`config.mk`:
```
export PLATFORM = sky130hd
export DESIGN_NAME = diag_route_top
export DESIGN_NICKNAME = d
export VERILOG_FILES = /design/src/rtl/diag_route_pkg.sv /design/src/rtl/diag_pacer.sv /design/src/rtl/diag_dac_lane.sv /design/src/rtl/diag_la_lane.sv /design/src/rtl/diag_route_top.sv
export SDC_FILE = /design/constraint.sdc
export NUM_CORES = 1
export LEC_CHECK = 0
export ABC_AREA = 1
export ABC_CLOCK_PERIOD_IN_PS = 1800
export BUFFER_PORTS_ARGS = -buffer_cell sky130_fd_sc_hd__buf_2
export CORE_ASPECT_RATIO = 1.75
export CORE_MARGIN = 2
export CORE_UTILIZATION = 45
export DETAILED_ROUTE_END_ITERATION = 7
export GPL_TIMING_DRIVEN = 0
export PLACE_DENSITY = 0.73
export SETUP_SLACK_MARGIN = 0.3
export SYNTH_ARGS = -nofsm -noshare
export SYNTH_HDL_FRONTEND = slang
export SYNTH_SLANG_ARGS = --single-unit
```
`constraint.sdc`:
```
create_clock -name clk -period 1.8 [get_ports clk]
set_input_delay 0.09 -clock clk [delete_from_list [all_inputs] [get_ports clk]]
set_output_delay 0.09 -clock clk [all_outputs]
set_load 0.01 [all_outputs]
```
`src/rtl/diag_route_pkg.sv`:
```
package diag_route_pkg;
  localparam int WORD_W  = 16;
  localparam int SEL_W   = 4;
  localparam int NUM_DAC = 2;
  localparam logic [WORD_W-1:0] DAC_MID = {1'b1, {(WORD_W-1){1'b0}}};

  typedef logic [SEL_W-1:0] sel_t;

  typedef struct packed {
    logic [WORD_W-1:0] f1;
    logic [WORD_W-1:0] f2;
    logic [WORD_W-1:0] tst;
    logic [WORD_W-1:0] adc;
    logic [WORD_W-1:0] stat;
  } diag_src_t;

  function automatic logic [WORD_W-1:0] dac_pick(sel_t c, diag_src_t s);
    case (c)
      4'd0:       return s.f1;
      4'd1:       return s.f2;
      4'd2:       return s.tst;
      4'd3, 4'd4: return s.adc;
      default:    return DAC_MID;
    endcase
  endfunction

  function automatic logic la_live(sel_t c);
    return (c >= 4'd1) && (c <= 4'd5);
  endfunction

  function automatic logic [WORD_W-1:0] la_pick(sel_t c, diag_src_t s);
    case (c)
      4'd1, 4'd2: return s.adc;
      4'd3:       return s.f1;
      4'd4:       return s.f2;
      4'd5:       return s.stat;
      default:    return '0;
    endcase
  endfunction
endpackage

```
`src/rtl/diag_pacer.sv`:
```
module diag_pacer #(
  parameter int PERIOD = 128
) (
  input  logic clk,
  input  logic rst_n,
  output logic tick
);
  localparam int CW = (PERIOD > 1) ? $clog2(PERIOD) : 1;
  localparam logic [CW-1:0] LAST = CW'(PERIOD - 1);

  logic [CW-1:0] cnt;

  always_ff @(posedge clk) begin
    if (!rst_n)          cnt <= '0;
    else if (cnt == LAST) cnt <= '0;
    else                  cnt <= cnt + 1'b1;
  end

  assign tick = (cnt == LAST);
endmodule

```
`src/rtl/diag_dac_lane.sv`:
```
module diag_dac_lane
  import diag_route_pkg::*;
(
  input  logic              clk,
  input  logic              rst_n,
  input  logic              upd,
  input  sel_t              code,
  input  diag_src_t         srcs,
  output logic [WORD_W-1:0] word,
  output logic              load
);
  always_ff @(posedge clk) begin
    if (!rst_n) begin
      word <= DAC_MID;
      load <= 1'b0;
    end else begin
      load <= upd;
      if (upd) word <= dac_pick(code, srcs);
    end
  end
endmodule

```
`src/rtl/diag_la_lane.sv`:
```
module diag_la_lane
  import diag_route_pkg::*;
(
  input  logic              clk,
  input  logic              rst_n,
  input  logic              upd,
  input  sel_t              code,
  input  diag_src_t         srcs,
  output logic [WORD_W-1:0] word,
  output logic              pend,
  output logic              strobe
);
  always_ff @(posedge clk) begin
    if (!rst_n) begin
      word   <= '0;
      pend   <= 1'b0;
      strobe <= 1'b0;
    end else begin
      pend   <= upd && la_live(code);
      strobe <= pend;
      if (upd) word <= la_pick(code, srcs);
    end
  end
endmodule

```
`src/rtl/diag_route_top.sv`:
```
module diag_route_top
  import diag_route_pkg::*;
#(
  parameter int PERIOD = 128
) (
  input  logic        clk,
  input  logic        rst_n,
  input  logic [15:0] ctrl_reg,
  input  logic [15:0] filt1_word,
  input  logic [15:0] filt2_word,
  input  logic [15:0] test_word,
  input  logic [15:0] adc_word,
  input  logic [15:0] status_word,
  output logic [15:0] dac1_word,
  output logic [15:0] dac2_word,
  output logic        dac1_load,
  output logic        dac2_load,
  output logic [15:0] la_word,
  output logic        la_strobe
);
  localparam int LA_LSB = NUM_DAC * SEL_W;

  diag_src_t         src_bus;
  logic              upd_tick;
  logic              la_pend;
  logic [WORD_W-1:0] dac_words [NUM_DAC];
  logic [NUM_DAC-1:0] dac_loads;

  assign src_bus = '{f1: filt1_word, f2: filt2_word, tst: test_word,
                     adc: adc_word, stat: status_word};

  diag_pacer #(.PERIOD(PERIOD)) u_pacer (
    .clk(clk), .rst_n(rst_n), .tick(upd_tick)
  );

  for (genvar g = 0; g < NUM_DAC; g++) begin : g_dac
    diag_dac_lane u_lane (
      .clk(clk), .rst_n(rst_n), .upd(upd_tick),
      .code(ctrl_reg[g*SEL_W +: SEL_W]), .srcs(src_bus),
      .word(dac_words[g]), .load(dac_loads[g])
    );
  end

  diag_la_lane u_la (
    .clk(clk), .rst_n(rst_n), .upd(upd_tick),
    .code(ctrl_reg[LA_LSB +: SEL_W]), .srcs(src_bus),
    .word(la_word), .pend(la_pend), .strobe(la_strobe)
  );

  assign dac1_word = dac_words[0];
  assign dac2_word = dac_words[1];
  assign dac1_load = dac_loads[0];
  assign dac2_load = dac_loads[1];
endmodule

```
Word level (Yosys, flattened, before mapping)
Index checks and enable logic that the tools add are counted.

Flip-flop bits (word level): 58. Output and inout bits: 51. Logic and storage cells: 36.

Add/subtract/negate cells: 1. $lt $le $gt $ge: 2. Equality and inequality tests: 14. Mux-type cells: 3. Bitwise logic cells: 1. Reductions and logical operators: 8.

Operators by type and width (count): one-hot mux 16 bit (4 select lines) (3); == test 4 x 2 -> 1 bit (second input constant) (6); == test 4 x 3 -> 1 bit (second input constant) (4); == test 4 x 1 -> 1 bit (second input constant) (3); zero test 4 bit (2); OR reduction 2 bit (4); adder 7 x 1 -> 7 bit (second input constant) (1); == test 7 bit (second input constant) (1); >= comparator 4 x 1 -> 1 bit (second input constant) (1); <= comparator 4 x 3 -> 1 bit (second input constant) (1); logical AND 1 bit (2); inverter 1 bit (1).

Logic depth before layout (Yosys ltp)
Word-level depth: 3. Mapped depth: 9.

Cells and area by module
A second synthesis with hierarchy kept.

Cell total of the unflattened synthesis: 669. Area total of the unflattened synthesis: 4080.2 um2.

Modules (own cells, without submodules): diag_dac_lane (times used 2, cells an instance 220, area each 1303.8 um2, seq. area each 340.3 um2); diag_la_lane (times used 1, cells an instance 194, area each 1166.1 um2, seq. area each 360.3 um2); diag_pacer (times used 1, cells an instance 35, area each 306.5 um2, seq. area each 140.1 um2).

Worst setup path before layout
Ideal clock, no wire load.

Kind: reg-to-reg. From: register u_pacer.cnt[0]. To: register g_dac[0].u_lane.word[0]. Library setup time: 112 ps. Arrival time: 1269 ps. Setup slack: 419 ps. Stages on the path, launching flop included: 10. Buffers on the path: 1. Clock period less this slack: 1381 ps. Cells stage by stage: dfxtp_1 ha_1 nand2_1 nor2_4 nand2_1 nand2_2 inv_2 buf_2 nand2_1 nand2_1.

Longest elaborated chain between the ends: 1.

RTL lines: start, declared (RTL line diag_pacer.sv:11) `logic [CW-1:0] cnt;`; start signal, assigned (RTL line diag_pacer.sv:16) `else cnt <= cnt + 1'b1;`; == test 7 bit (RTL line diag_pacer.sv:19) `assign tick = (cnt == LAST);`; end signal, assigned (RTL line diag_dac_lane.sv:18) `if (upd) word <= dac_pick(code, srcs);`; end, declared (RTL line diag_dac_lane.sv:9) `output logic [WORD_W-1:0] word,`.

Every way passes these cells. A chain may end at the register's enable or synchronous reset.

Worst setup path in the final report
From: register u_pacer.cnt[0]. To: register g_dac[0].u_lane.word[15].

The elaborated chain is that of the path after synthesis.

==> results.toml <==
[synth]
ys_warn_count = 0
netlist-cell-type-count = 23
synth_cells = 620
seq_area_frac_synth_pct = 31.0
syn_area_um2 = 3740
syn_nets = 719
postSynthAreaPerCell_um2 = 6.03
ys_ff_latch = 58

[grt]
antenna_found_initial = 0
grt_pass1_wl_um = 23900
overflow = 0
grt_max_degree = 11
grt_usage_pct = 35.1
first_global_vias = 4816

[drt]
drc = 0
vias_per_cell = 5.67
postRouteWirelength_um = 15700
ant_nets = 0
num_vias = 5009
wl_per_cell_um = 17.7
dr.pass1.iters = 5
drt_iter0_markers = 455

[setup_path]
reg2reg_to = "g_dac[0].u_lane.word[15]"
reg2reg_from = "u_pacer.cnt[0]"
end_kind = "flip-flop"
worstPathRequired_ns = 2.04
critPathArrivalTime_ns = 1.72
ff2ff_path_depth = 9
startpoint_type = "flip-flop"
crit_type = "reg2reg"
reg2reg_setup_slack_ns = 0.31
cp_max_fo = 4

[floorplan]
core_area_um2 = 8200
initial_core_util_pct = 45.6
rows = 44
dieArea_um2 = 9080
die_h_um = 125
dieWidth_um = 72.9
ioPinCount = 149

[power_and_ir_drop]
power_leakage_uw = 0.00279
ir_drop_uv = 615
power_density_nw_per_um2 = 723

[timing]
fin_skew_ns = 0.00462
max_slew_margin_pct = 64.2
tightest_slew_ns = 0.538
setup-tns-final_ns = 0
finalCriticalPeriod_ns = 1.49
setup_viol = 0
fmax_ghz = 0.673
whs_ns = 0.0577
hold_viol = 0
slew_violations = 0
rsz0062_at_grt = "yes"
min_period_over_period_pct = 82.5

[clock_tree]
cts_made_buffers = 9
cts_buffer_depth = 2
clk_latency_ns = 0.33
cts_tree = "built"
cts-hold-fix-buffers = 0
path_clk_slew_ns = 0.05
cts.sinks = 58
htree_levels = 3
clockRootBuffer = "clkbuf_16"

[placement]
hpwl_um = 12000
io_buffers = 144
place.gp.congestion = 0.976

[final_layout]
area_growth_pct = 36.5
final_cell_mix = "nand2_1 (230), buf_2 (158), nand3_1 (152), dfxtp_1 (56), inv_1 (52)"
nNetsFinal = 887
diodes = 0
layout-drive-gt1-share_pct = 30.4
final_common_cell = "nand2_1"

[hold_path]
min_delay_path_depth = 3
hp-class = "in2reg"
hp-start = "rst_n"
min_to = "u_la.strobe"

[run]
drv_cap = 0

[status]
outcome = "finished, final reports clean"
[repair_timing]
item | CTS | global route
cloned | 1 | 0
pin swaps | 5 | 16
gates resized for setup | 17 | 16
buffers inserted | 9 | 3
endpoints found under the setup margin | 47 | 35
[stage by stage]
step	total power (µW)	instance area [µm²]	util, %	setup slack (ns)	cells
floorplan	1560	3740	-	0.419	620
global placement	1830	4580	55.8	0.121	856
detailed placement	1830	4580	55.8	0.0801	856
CTS	3690	5030	61.3	0.301	881
global route	3800	5100	62.2	0.262	884
finish	3690	5100	62.2	0.315	884
[kinds of logic (layout without fill, tap and decap cells)]
kind of cell / count (synthesis) / in the layout / share of synthesized area [%]
adders and majority gates: 1 / 1 / 0.335
and+or+nand+nor: 461 / 461 / 55.9
AOI/OAI and AO/OA: 6 / 6 / 1.10
xor gates and xnor gates: 2 / 2 / 0.468
buffers and inverters: 92 / 264 / 11.2
DFF: 58 / 58 / 31.0
[cell type report]
| class | count | area (µm²) |
|---|---|---|
| Timing Repair Buffer | 157 | 830 |
| Buffer | 33 | 205 |
| Multi-Input combinational cell | 470 | 2250 |
| Inverter | 59 | 224 |
| Clock buffer | 10 | 239 |
| Clock inverter | 5 | 78.8 |
| Tap cell | 92 | 115 |
| Fill cell | 818 | 3100 |
| Sequential cell | 58 | 1160 |
[cell usage after synthesis, drive strengths merged]
cell type | instances | share of area (%)
nor2 | 25 | 4.0
ha | 1 | 0.33
xnor2 | 1 | 0.23
nand4 | 33 | 5.5
xor2 | 1 | 0.23
a21oi | 3 | 0.70
nand3 | 155 | 21
inv | 59 | 5.9
or2 | 2 | 0.33
nor3 | 2 | 0.27
nand2 | 244 | 25
dfxtp | 58 | 31
o21ai | 3 | 0.40
clkbuf | 6 | 0.60
buf | 27 | 4.7
[worst max-delay path, cell delays in order, from the launching register on]
cell and delay, ns:
dfxtp_2 0.35, ha_4 0.15, nand2_4 0.06, nor2_4 0.13, nand3_4 0.17, nor2_4 0.17
buf_6 0.13, nand3_4 0.09, nand2_2 0.09, inv_2 0.03
[report_power, final]
group          leakage (µW)  internal, µW  switching (µW)
combinational       0.00216           182             359
sequential         0.000468          1290            6.42
clock              0.000158          1240             615
[sequential cells by signal, indices dropped and copies added, names as in the netlist]
name / flops
g_dac.u_lane.load: 1
g_dac.u_lane.word: 32
u_la.pend: 1
u_la.strobe: 1
u_la.word: 16
u_pacer.cnt: 7
[worst max-delay path by stage]
stage | startpoint | cells after the start | endpoint | slack, ns
global placement | u_pacer.cnt[0] | 8 | g_dac[0].u_lane.word[15] | 0.12
CTS | u_pacer.cnt[0] | 9 | g_dac[0].u_lane.word[15] | 0.30
global route | u_pacer.cnt[0] | 9 | g_dac[0].u_lane.word[5] | 0.26
finish | u_pacer.cnt[0] | 9 | g_dac[0].u_lane.word[15] | 0.31
detailed placement | u_pacer.cnt[0] | 8 | g_dac[0].u_lane.word[15] | 0.08
floorplan | u_pacer.cnt[0] | 9 | g_dac[0].u_lane.word[0] | 0.42
[metal layers]
| layer | GRT usage, % | wire [µm] | part of all wire [%] | up-vias |
|---|---|---|---|---|
| met5 | 0 | 0 | 0 | - |
| met1 | 37.0 | 5460 | 35 | 2300 |
| li1 | - | - | - | 2354 |
| met2 | 60.7 | 8050 | 51 | 284 |
| met3 | 6.80 | 1100 | 7.0 | 71 |
| met4 | 23.2 | 1080 | 6.9 | 0 |
No activity file was read; power rests on OpenSTA's default activity.
